`config.mk`:
```
export PLATFORM = sky130hd
export DESIGN_NAME = cfg_guard
export DESIGN_NICKNAME = d
export VERILOG_FILES = /design/src/rtl/cfg_guard_pkg.sv /design/src/rtl/cfg_guard_gate.sv /design/src/rtl/cfg_guard_fsm.sv /design/src/rtl/cfg_guard.sv
export SDC_FILE = /design/constraint.sdc
export NUM_CORES = 1
export LEC_CHECK = 0
export BUFFER_PORTS_ARGS = -buffer_cell sky130_fd_sc_hd__buf_4
export CAP_MARGIN = 20
export CORE_MARGIN = 5
export CORE_UTILIZATION = 45
export DETAILED_ROUTE_END_ITERATION = 16
export HOLD_SLACK_MARGIN = 0.06
export PLACE_DENSITY = 0.73
export SLEW_MARGIN = 10
export SYNTH_ARGS = -nofsm -noshare
export SYNTH_HDL_FRONTEND = slang
export SYNTH_HIERARCHICAL = 1
export SYNTH_SLANG_ARGS = --single-unit
```
`constraint.sdc`:
```
create_clock -name clk -period 2.3 [get_ports clk]
set_input_delay 0.46 -clock clk [delete_from_list [all_inputs] [get_ports clk]]
set_output_delay 0.46 -clock clk [all_outputs]
set_load 0.01 [all_outputs]
```
`src/rtl/cfg_guard_pkg.sv`:
```
package cfg_guard_pkg;
  typedef enum logic [2:0] {
    ST_IDLE     = 3'd0,
    ST_CLR_PRE  = 3'd1,
    ST_LOAD     = 3'd2,
    ST_CHECK    = 3'd3,
    ST_CONFIG   = 3'd4,
    ST_CLR_POST = 3'd5,
    ST_ZERO     = 3'd6
  } gstate_e;

  localparam int ACC_N  = 2;
  localparam int ACC_RB = 0;
  localparam int ACC_PR = 1;
endpackage

```
`src/rtl/cfg_guard_gate.sv`:
```
module cfg_guard_gate
  import cfg_guard_pkg::*;
#(
  parameter int N = ACC_N
) (
  input  logic         clk,
  input  logic         rst,
  input  gstate_e      state,
  input  logic         enc_q,
  input  logic         tamper,
  input  logic [N-1:0] acc_req,
  input  logic         load_req,
  output logic [N-1:0] acc_grant,
  output logic [N-1:0] acc_deny,
  output logic         load_ok,
  output logic         load_deny
);
  logic acc_open;
  logic busy;

  // Access ports open only over a live plain-text design, and never under tamper.
  assign acc_open = (state == ST_CONFIG) && !enc_q && !tamper;
  assign load_ok  = !tamper && ((state == ST_IDLE) || ((state == ST_CONFIG) && !enc_q));
  assign busy     = (state == ST_CLR_PRE) || (state == ST_LOAD) || (state == ST_CHECK) ||
                    (state == ST_CLR_POST) || (state == ST_ZERO);

  generate
    for (genvar i = 0; i < N; i++) begin : g_acc
      always_ff @(posedge clk) begin
        if (rst) begin
          acc_grant[i] <= 1'b0;
          acc_deny[i]  <= 1'b0;
        end else begin
          acc_grant[i] <= acc_req[i] && acc_open;
          acc_deny[i]  <= acc_req[i] && !acc_open;
        end
      end

      // a grant only follows a cycle with a live unencrypted design
      a_r3_grant_open: assert property (@(posedge clk) disable iff (rst)
        acc_grant[i] |-> $past((state == ST_CONFIG) && !enc_q));
    end
  endgenerate

  always_ff @(posedge clk) begin
    if (rst) load_deny <= 1'b0;
    else     load_deny <= load_req && !load_ok;
  end

  a_r12_busy_deny: assert property (@(posedge clk) disable iff (rst)
    (load_req && busy) |=> load_deny);
endmodule

```
`src/rtl/cfg_guard_fsm.sv`:
```
module cfg_guard_fsm
  import cfg_guard_pkg::*;
(
  input  logic    clk,
  input  logic    rst,
  input  logic    load_req,
  input  logic    load_enc,
  input  logic    load_ok,
  input  logic    load_done,
  input  logic    chk_done,
  input  logic    chk_ok,
  input  logic    unload_req,
  input  logic    tamper,
  input  logic    mem_clr_ack,
  output gstate_e state,
  output logic    enc_q,
  output logic    load_start,
  output logic    mem_clr_req,
  output logic    key_erase,
  output logic    dec_lock,
  output logic    cfg_valid,
  output logic    integ_err
);
  gstate_e nxt;
  logic    enc_n;
  logic    err_set;
  logic    take_load;

  assign take_load = load_req && load_ok;

  always_comb begin
    nxt     = state;
    enc_n   = enc_q;
    err_set = 1'b0;
    if (tamper) begin
      nxt = ST_ZERO;
    end else begin
      unique case (state)
        ST_IDLE: begin
          if (take_load) begin
            nxt   = load_enc ? ST_CLR_PRE : ST_LOAD;
            enc_n = load_enc;
          end
        end
        ST_CLR_PRE:  if (mem_clr_ack) nxt = ST_LOAD;
        ST_LOAD:     if (load_done) nxt = enc_q ? ST_CHECK : ST_CONFIG;
        ST_CHECK: begin
          if (chk_done) begin
            if (chk_ok) begin
              nxt = ST_CONFIG;
            end else begin
              nxt     = ST_CLR_POST;
              err_set = 1'b1;
            end
          end
        end
        ST_CONFIG: begin
          if (take_load) begin
            nxt   = load_enc ? ST_CLR_PRE : ST_LOAD;
            enc_n = load_enc;
          end else if (unload_req) begin
            nxt = enc_q ? ST_CLR_POST : ST_IDLE;
          end
        end
        ST_CLR_POST: if (mem_clr_ack) nxt = ST_IDLE;
        ST_ZERO:     if (mem_clr_ack) nxt = ST_IDLE;
        default:     nxt = ST_IDLE;
      endcase
    end
    if ((nxt == ST_IDLE) || (nxt == ST_ZERO)) enc_n = 1'b0;
  end

  always_ff @(posedge clk) begin
    if (rst) begin
      state       <= ST_IDLE;
      enc_q       <= 1'b0;
      load_start  <= 1'b0;
      mem_clr_req <= 1'b0;
      key_erase   <= 1'b0;
      dec_lock    <= 1'b0;
      cfg_valid   <= 1'b0;
      integ_err   <= 1'b0;
    end else begin
      state       <= nxt;
      enc_q       <= enc_n;
      load_start  <= (nxt == ST_LOAD) && (state != ST_LOAD);
      mem_clr_req <= (nxt == ST_CLR_PRE) || (nxt == ST_CLR_POST) || (nxt == ST_ZERO);
      key_erase   <= tamper;
      dec_lock    <= (nxt == ST_CONFIG);
      cfg_valid   <= (nxt == ST_CONFIG);
      integ_err   <= integ_err || err_set;
    end
  end

  // tamper always erases keys and clears memory on the next cycle
  a_r10_tamper_wipe: assert property (@(posedge clk) disable iff (rst)
    tamper |=> (key_erase && mem_clr_req && !cfg_valid));

  // an encrypted load only starts right after a memory clear
  a_r4_clear_first: assert property (@(posedge clk) disable iff (rst)
    (load_start && enc_q) |-> $past(mem_clr_req));

  // integrity error flag is sticky
  a_r9_err_sticky: assert property (@(posedge clk) disable iff (rst)
    integ_err |=> integ_err);

  // a live encrypted design is not displaced by a refused request
  a_r6_enc_hold: assert property (@(posedge clk) disable iff (rst)
    ((state == ST_CONFIG) && enc_q && !tamper && !unload_req) |=> (state == ST_CONFIG));

  // removal of an encrypted design clears memory
  a_r8_clear_after: assert property (@(posedge clk) disable iff (rst)
    ((state == ST_CONFIG) && enc_q && unload_req && !tamper) |=> mem_clr_req);
endmodule

```
`src/rtl/cfg_guard.sv`:
```
module cfg_guard
  import cfg_guard_pkg::*;
(
  input  logic clk,
  input  logic rst,
  input  logic load_req,
  input  logic load_enc,
  input  logic load_done,
  input  logic chk_done,
  input  logic chk_ok,
  input  logic unload_req,
  input  logic rb_req,
  input  logic pr_req,
  input  logic tamper,
  input  logic mem_clr_ack,
  output logic rb_grant,
  output logic rb_deny,
  output logic pr_grant,
  output logic pr_deny,
  output logic load_deny,
  output logic load_start,
  output logic mem_clr_req,
  output logic key_erase,
  output logic dec_lock,
  output logic cfg_valid,
  output logic enc_mode,
  output logic integ_err
);
  gstate_e          state;
  logic             enc_q;
  logic             load_ok;
  logic [ACC_N-1:0] acc_req;
  logic [ACC_N-1:0] acc_grant;
  logic [ACC_N-1:0] acc_deny;

  assign acc_req[ACC_RB] = rb_req;
  assign acc_req[ACC_PR] = pr_req;
  assign rb_grant = acc_grant[ACC_RB];
  assign rb_deny  = acc_deny[ACC_RB];
  assign pr_grant = acc_grant[ACC_PR];
  assign pr_deny  = acc_deny[ACC_PR];
  assign enc_mode = enc_q;

  cfg_guard_gate #(.N(ACC_N)) u_gate (
    .clk       (clk),
    .rst       (rst),
    .state     (state),
    .enc_q     (enc_q),
    .tamper    (tamper),
    .acc_req   (acc_req),
    .load_req  (load_req),
    .acc_grant (acc_grant),
    .acc_deny  (acc_deny),
    .load_ok   (load_ok),
    .load_deny (load_deny)
  );

  cfg_guard_fsm u_fsm (
    .clk         (clk),
    .rst         (rst),
    .load_req    (load_req),
    .load_enc    (load_enc),
    .load_ok     (load_ok),
    .load_done   (load_done),
    .chk_done    (chk_done),
    .chk_ok      (chk_ok),
    .unload_req  (unload_req),
    .tamper      (tamper),
    .mem_clr_ack (mem_clr_ack),
    .state       (state),
    .enc_q       (enc_q),
    .load_start  (load_start),
    .mem_clr_req (mem_clr_req),
    .key_erase   (key_erase),
    .dec_lock    (dec_lock),
    .cfg_valid   (cfg_valid),
    .integ_err   (integ_err)
  );
endmodule

```
==> qor_table.md <==
| Stage | Item | Value |
| --- | --- | --- |
| outcome | Result of the run | finished clean |
| placement | Placement-stage worst setup slack | 0.143 ns |
| floorplanning | Starting Density | 46.4% |
| logic synthesis | Average cell area after synthesis | 9.09 µm² |
| placement | Total of buffers placed on input and output ports | 23 |
| timing | Final min period | 2.00 ns |
| logic synthesis | Mapped Nets | 88 |
| timing | Setup violators final | 0 |
| detailed routing | Via count | 699 |
| clock network | Maximum clock insertion buffer count | 2 |
| pwr | Relative contribution of sequential cells to total power | 47.4% |
| grt | Number of antenna violations at the first check in global routing | 0 |
| cells and area | Final antenna diode count | 0 |
| pwr | Power share of the combinational group | 20.3% |
| clock network | Post-cts resize count | 0 |
| min path | Hold Startpoint | rst |
| clock network | Clock Latency Late Sink | 0.27 ns |
| setup path | Endpoint required time on the critical path | 2.46 ns |
| timing | Transition at the pin with the smallest max-transition slack | 0.424 ns |
| timing | RSZ-0062 raised after global routing | false |
| clock network | H-tree depth | 1 |
| detailed routing | Drt initial violations | 17 |
| clock network | CTS tree | done |
| placement | DP Wirelength | 1260 µm |
| pwr | Net Sw Power | 142 µW |
| setup path | Endpoint kind of the worst setup timing path | flip-flop |
| clock network | Clock buffers created by TritonCTS | 3 |
| floorplanning | Top-level port count | 24 |
| floorplanning | Row count | 14 |
| cells and area | Count of fill cells added during filler insertion | 134 |
| grt | Global-route wire length before repair | 2900 µm |
| floorplanning | Vertical die dimension | 49.2 µm |
| clock network | Number of setup buffers added after CTS | 0 |
| pwr | Leakage | 0.393 nW |
| detailed routing | Drt total wl | 1700 µm |
| cells and area | Area growth from synthesis to layout | 32.2% |
| timing | Fmax | 501 MHz |
| logic synthesis | Instance count of the mapped netlist | 76 |
| cells and area | Net total in the final layout | 114 |
| detailed routing | Count of nets left with antenna violations after detail routing | 0 |
| setup path | Type of element launching the critical path | flip-flop |
| setup path | Crit path max fanout | 5 |
| setup path | Max stage delay cell, worst path | sky130_fd_sc_hd__or4b_1 |
| timing | Slew headroom | 71.7% |
| min path | Worst hold path type | input pin to flip-flop |
| placement | Cells after DPL | 113 |
| detailed routing | DRC violations left | 0 |
| setup path | Crit path DAT | 2.16 ns |
| pwr | Power per Cell Area | 598 nW/µm² |
| logic synthesis | Distinct cell type count of the synthesized netlist | 34 |
| timing | Setup_tns | 0 ns |
| floorplanning | Die X-Extent | 49.2 µm |
| cells and area | Non-filler cells, final | 117 |
| timing | Number of hold violations in the final report | 0 |
| setup path | Critical path buffer and inverter count | 0 |
| detailed routing | Avg Vias per Cell | 5.97 |
| detailed routing | Length of the first detailed-routing pass in iterations | 4 |
| timing | Worst setup slack after layout | 0.304 ns |
| cells and area | Fraction of final layout cells sized beyond drive strength 1 | 35.6% |
| pwr | Switching part of the total | 26.1% |
| grt | Vias in the first global route | 648 |
| setup path | Worst setup path category | flip-flop to flip-flop |
| floorplanning | Total Die Area | 2420 µm² |
| timing | Worst hold slack across all endpoints | 0.434 ns |
| logic synthesis | Cell area after technology mapping | 691 µm² |
| logic synthesis | Yosys warnings | 6 |
| pwr | Portion of total power attributed to the clock network | 32.3% |
| pwr | Peak supply drop | 320 µV |
| clock network | Buffer type at the clock tree root | sky130_fd_sc_hd__clkbuf_4 |
| timing | Pins Over Slew Limit | 0 |
| setup path | CP top delay family | compound AO/OA/AOI/OAI gates |
| setup path | RR Startpoint | u_fsm/enc_q$_SDFFE_PP0P_ |
| grt | Total gr overflow | 0 |
| clock network | Clock transition at the registers of the reported paths | 0.09 ns |
| pwr | Internal power contribution | 404 µW |
| detailed routing | WL/cell | 14.5 µm |
| setup path | Ordered cell list for the critical path | a2111oi_2 > nand2_1 > or4b_1 > o2111a_1 > a21oi_1 > nor4_1 |
| cells and area | Final instance area | 913 µm² |
| logic synthesis | Flip-flop and latch count after synthesis | 14 |
| grt | Global router's overall resource usage | 14.8% |
| timing | Worst-case clock skew | 0.00116 ns |
| job | Max-cap violations | 0 |
| clock network | Count of hold-fix buffers inserted at cts | 0 |
| floorplanning | Area of the core region | 1490 µm² |
| timing | Final cycle utilization of the critical path | 86.8% |
| logic synthesis | Seq/Total Area, Yosys | 40.6% |
| grt | Pin count of the biggest net entering global routing | 14 |
| placement | Placed cell area | 877 µm² |
| clock network | Clock sink count | 14 |
| setup path | Max stage delay on crit path | 0.52 ns |
| placement | GP Congestion | 0.806 |
| setup path | Launching element of the worst setup path | u_fsm/enc_q$_SDFFE_PP0P_ |
==> metrics by stage <==
step,total power [mW],util [%]
6_report,0.546,61.3
5_1_grt,0.573,61.3
4_1_cts,0.552,61.3
3_5_place_dp,0.375,58.9
3_3_place_gp,0.373,58.9
2_1_floorplan,0.330,-
==> cells in the final DEF (no fill, tap or decap), types with 2 or more instances in the layout <==
cell / netlist / routed
sky130_fd_sc_hd__nor2b_1: 3 / 3
sky130_fd_sc_hd__clkbuf_4: 0 / 3
sky130_fd_sc_hd__nand3_1: 2 / 2
sky130_fd_sc_hd__nor4_1: 4 / 4
sky130_fd_sc_hd__inv_1: 2 / 2
sky130_fd_sc_hd__a31oi_1: 2 / 2
sky130_fd_sc_hd__buf_4: 1 / 27
sky130_fd_sc_hd__nor3b_1: 2 / 2
sky130_fd_sc_hd__nor2_1: 4 / 4
sky130_fd_sc_hd__a211o_1: 2 / 2
sky130_fd_sc_hd__a21oi_1: 7 / 7
sky130_fd_sc_hd__dfxtp_1: 14 / 14
sky130_fd_sc_hd__nand2b_1: 5 / 5
sky130_fd_sc_hd__nand2_1: 2 / 2
sky130_fd_sc_hd__nor3_1: 4 / 4
==> metal layers <==
metal / up-vias / share of wire [%] / track usage [%]
met1: 335 / 41 / 18.4
met3: 2 / 6.9 / 3.36
met2: 32 / 51 / 23.4
li1: 330 / - / -
met4: 0 / 0.94 / 7.62
met5: - / 0 / 0
==> registers in the layout, indices dropped and copies added, names as in the netlist <==
signal / flops
u_gate/load_deny: 1
u_fsm/state: 3
u_gate/acc_deny: 2
u_fsm/load_start: 1
u_gate/acc_grant: 2
u_fsm/integ_err: 1
u_fsm/cfg_valid: 1
u_fsm/enc_q: 1
u_fsm/key_erase: 1
u_fsm/mem_clr_req: 1
==> path summary, 6_finish.rpt <==
kind	cells past startpoint	slack (ns)	endpoint
worst min register to register	2	0.50	u_fsm/integ_err$_SDFF_PP0_
worst max register to register	6	0.30	u_fsm/load_start$_SDFF_PP0_
worst min-delay path	2	0.43	u_fsm/mem_clr_req$_SDFF_PP0_
worst max-delay path	6	0.30	u_fsm/load_start$_SDFF_PP0_
==> cell usage after synthesis <==
library cell                 n  share of area [%]
sky130_fd_sc_hd__clkbuf_1    2                1.1
sky130_fd_sc_hd__nor3_1      4                2.9
sky130_fd_sc_hd__a211oi_2    1                1.8
sky130_fd_sc_hd__nor4b_1     1                1.3
sky130_fd_sc_hd__nand4_1     1               0.91
sky130_fd_sc_hd__xor2_1      1                1.3
sky130_fd_sc_hd__a211oi_1    1                1.1
sky130_fd_sc_hd__a31oi_1     2                1.8
sky130_fd_sc_hd__nand3_1     2                1.4
sky130_fd_sc_hd__or3_1       1               0.91
sky130_fd_sc_hd__a21oi_1     7                5.1
sky130_fd_sc_hd__nor2b_4     1                2.0
sky130_fd_sc_hd__buf_2       2                1.4
sky130_fd_sc_hd__nand2b_1    5                4.5
sky130_fd_sc_hd__o2111a_1    1                1.6
sky130_fd_sc_hd__o21ai_0     1               0.72
sky130_fd_sc_hd__dfxtp_1    14                 41
sky130_fd_sc_hd__nor2b_1     3                2.7
sky130_fd_sc_hd__a211o_1     2                2.5
sky130_fd_sc_hd__nor4_1      4                3.6
sky130_fd_sc_hd__and2_1      1               0.91
sky130_fd_sc_hd__o32ai_1     1                1.3
sky130_fd_sc_hd__or4b_1      1                1.4
sky130_fd_sc_hd__xnor2_1     1                1.3
sky130_fd_sc_hd__nor3b_2     1                1.8
sky130_fd_sc_hd__nand3_2     1                1.4
sky130_fd_sc_hd__nor3b_1     2                2.2
sky130_fd_sc_hd__o31ai_1     1                1.1
sky130_fd_sc_hd__buf_6       1                1.6
sky130_fd_sc_hd__nor2_1      4                2.2
sky130_fd_sc_hd__nand2_1     2                1.1
sky130_fd_sc_hd__buf_4       1                1.1
sky130_fd_sc_hd__inv_1       2                1.1
sky130_fd_sc_hd__a2111oi_2   1                2.2
==> layout make-up <==
class                      instances  area, µm²  area share (%)
timing repair buffer              27        203            22.2
clock buffer                       4       36.3            3.97
inverter                           2       7.51           0.822
sequential                        14        280            30.7
multi-input combinational         54        367            40.1
tap                               16       20.0            2.19
==> power groups by stage <==
stage / registers [mW] / logic [mW] / clock network (mW)
2_1_floorplan: 0.270 / 0.0603 / 0
3_3_place_gp: 0.265 / 0.108 / 0
3_5_place_dp: 0.265 / 0.110 / 0
4_1_cts: 0.259 / 0.110 / 0.183
5_1_grt: 0.261 / 0.121 / 0.192
6_report: 0.259 / 0.111 / 0.176
==> logic make-up after synthesis <==
| logic type | share of synthesized area (%) |
|---|---|
| AO/OA/AOI/OAI | 19.2 |
| XOR/XNOR | 2.54 |
| AND/OR/NAND/NOR | 31.3 |
| buffers and inverters | 6.34 |
| flip-flops | 40.6 |
==> worst register-to-register path, stage by stage, from the launching register on <==
cell	delay, ns
sky130_fd_sc_hd__dfxtp_1	0.33
sky130_fd_sc_hd__a2111oi_2	0.48
sky130_fd_sc_hd__nand2_1	0.16
sky130_fd_sc_hd__or4b_1	0.52
sky130_fd_sc_hd__o2111a_1	0.20
sky130_fd_sc_hd__a21oi_1	0.15
sky130_fd_sc_hd__nor4_1	0.05
No activity file was read; power rests on OpenSTA's default activity.
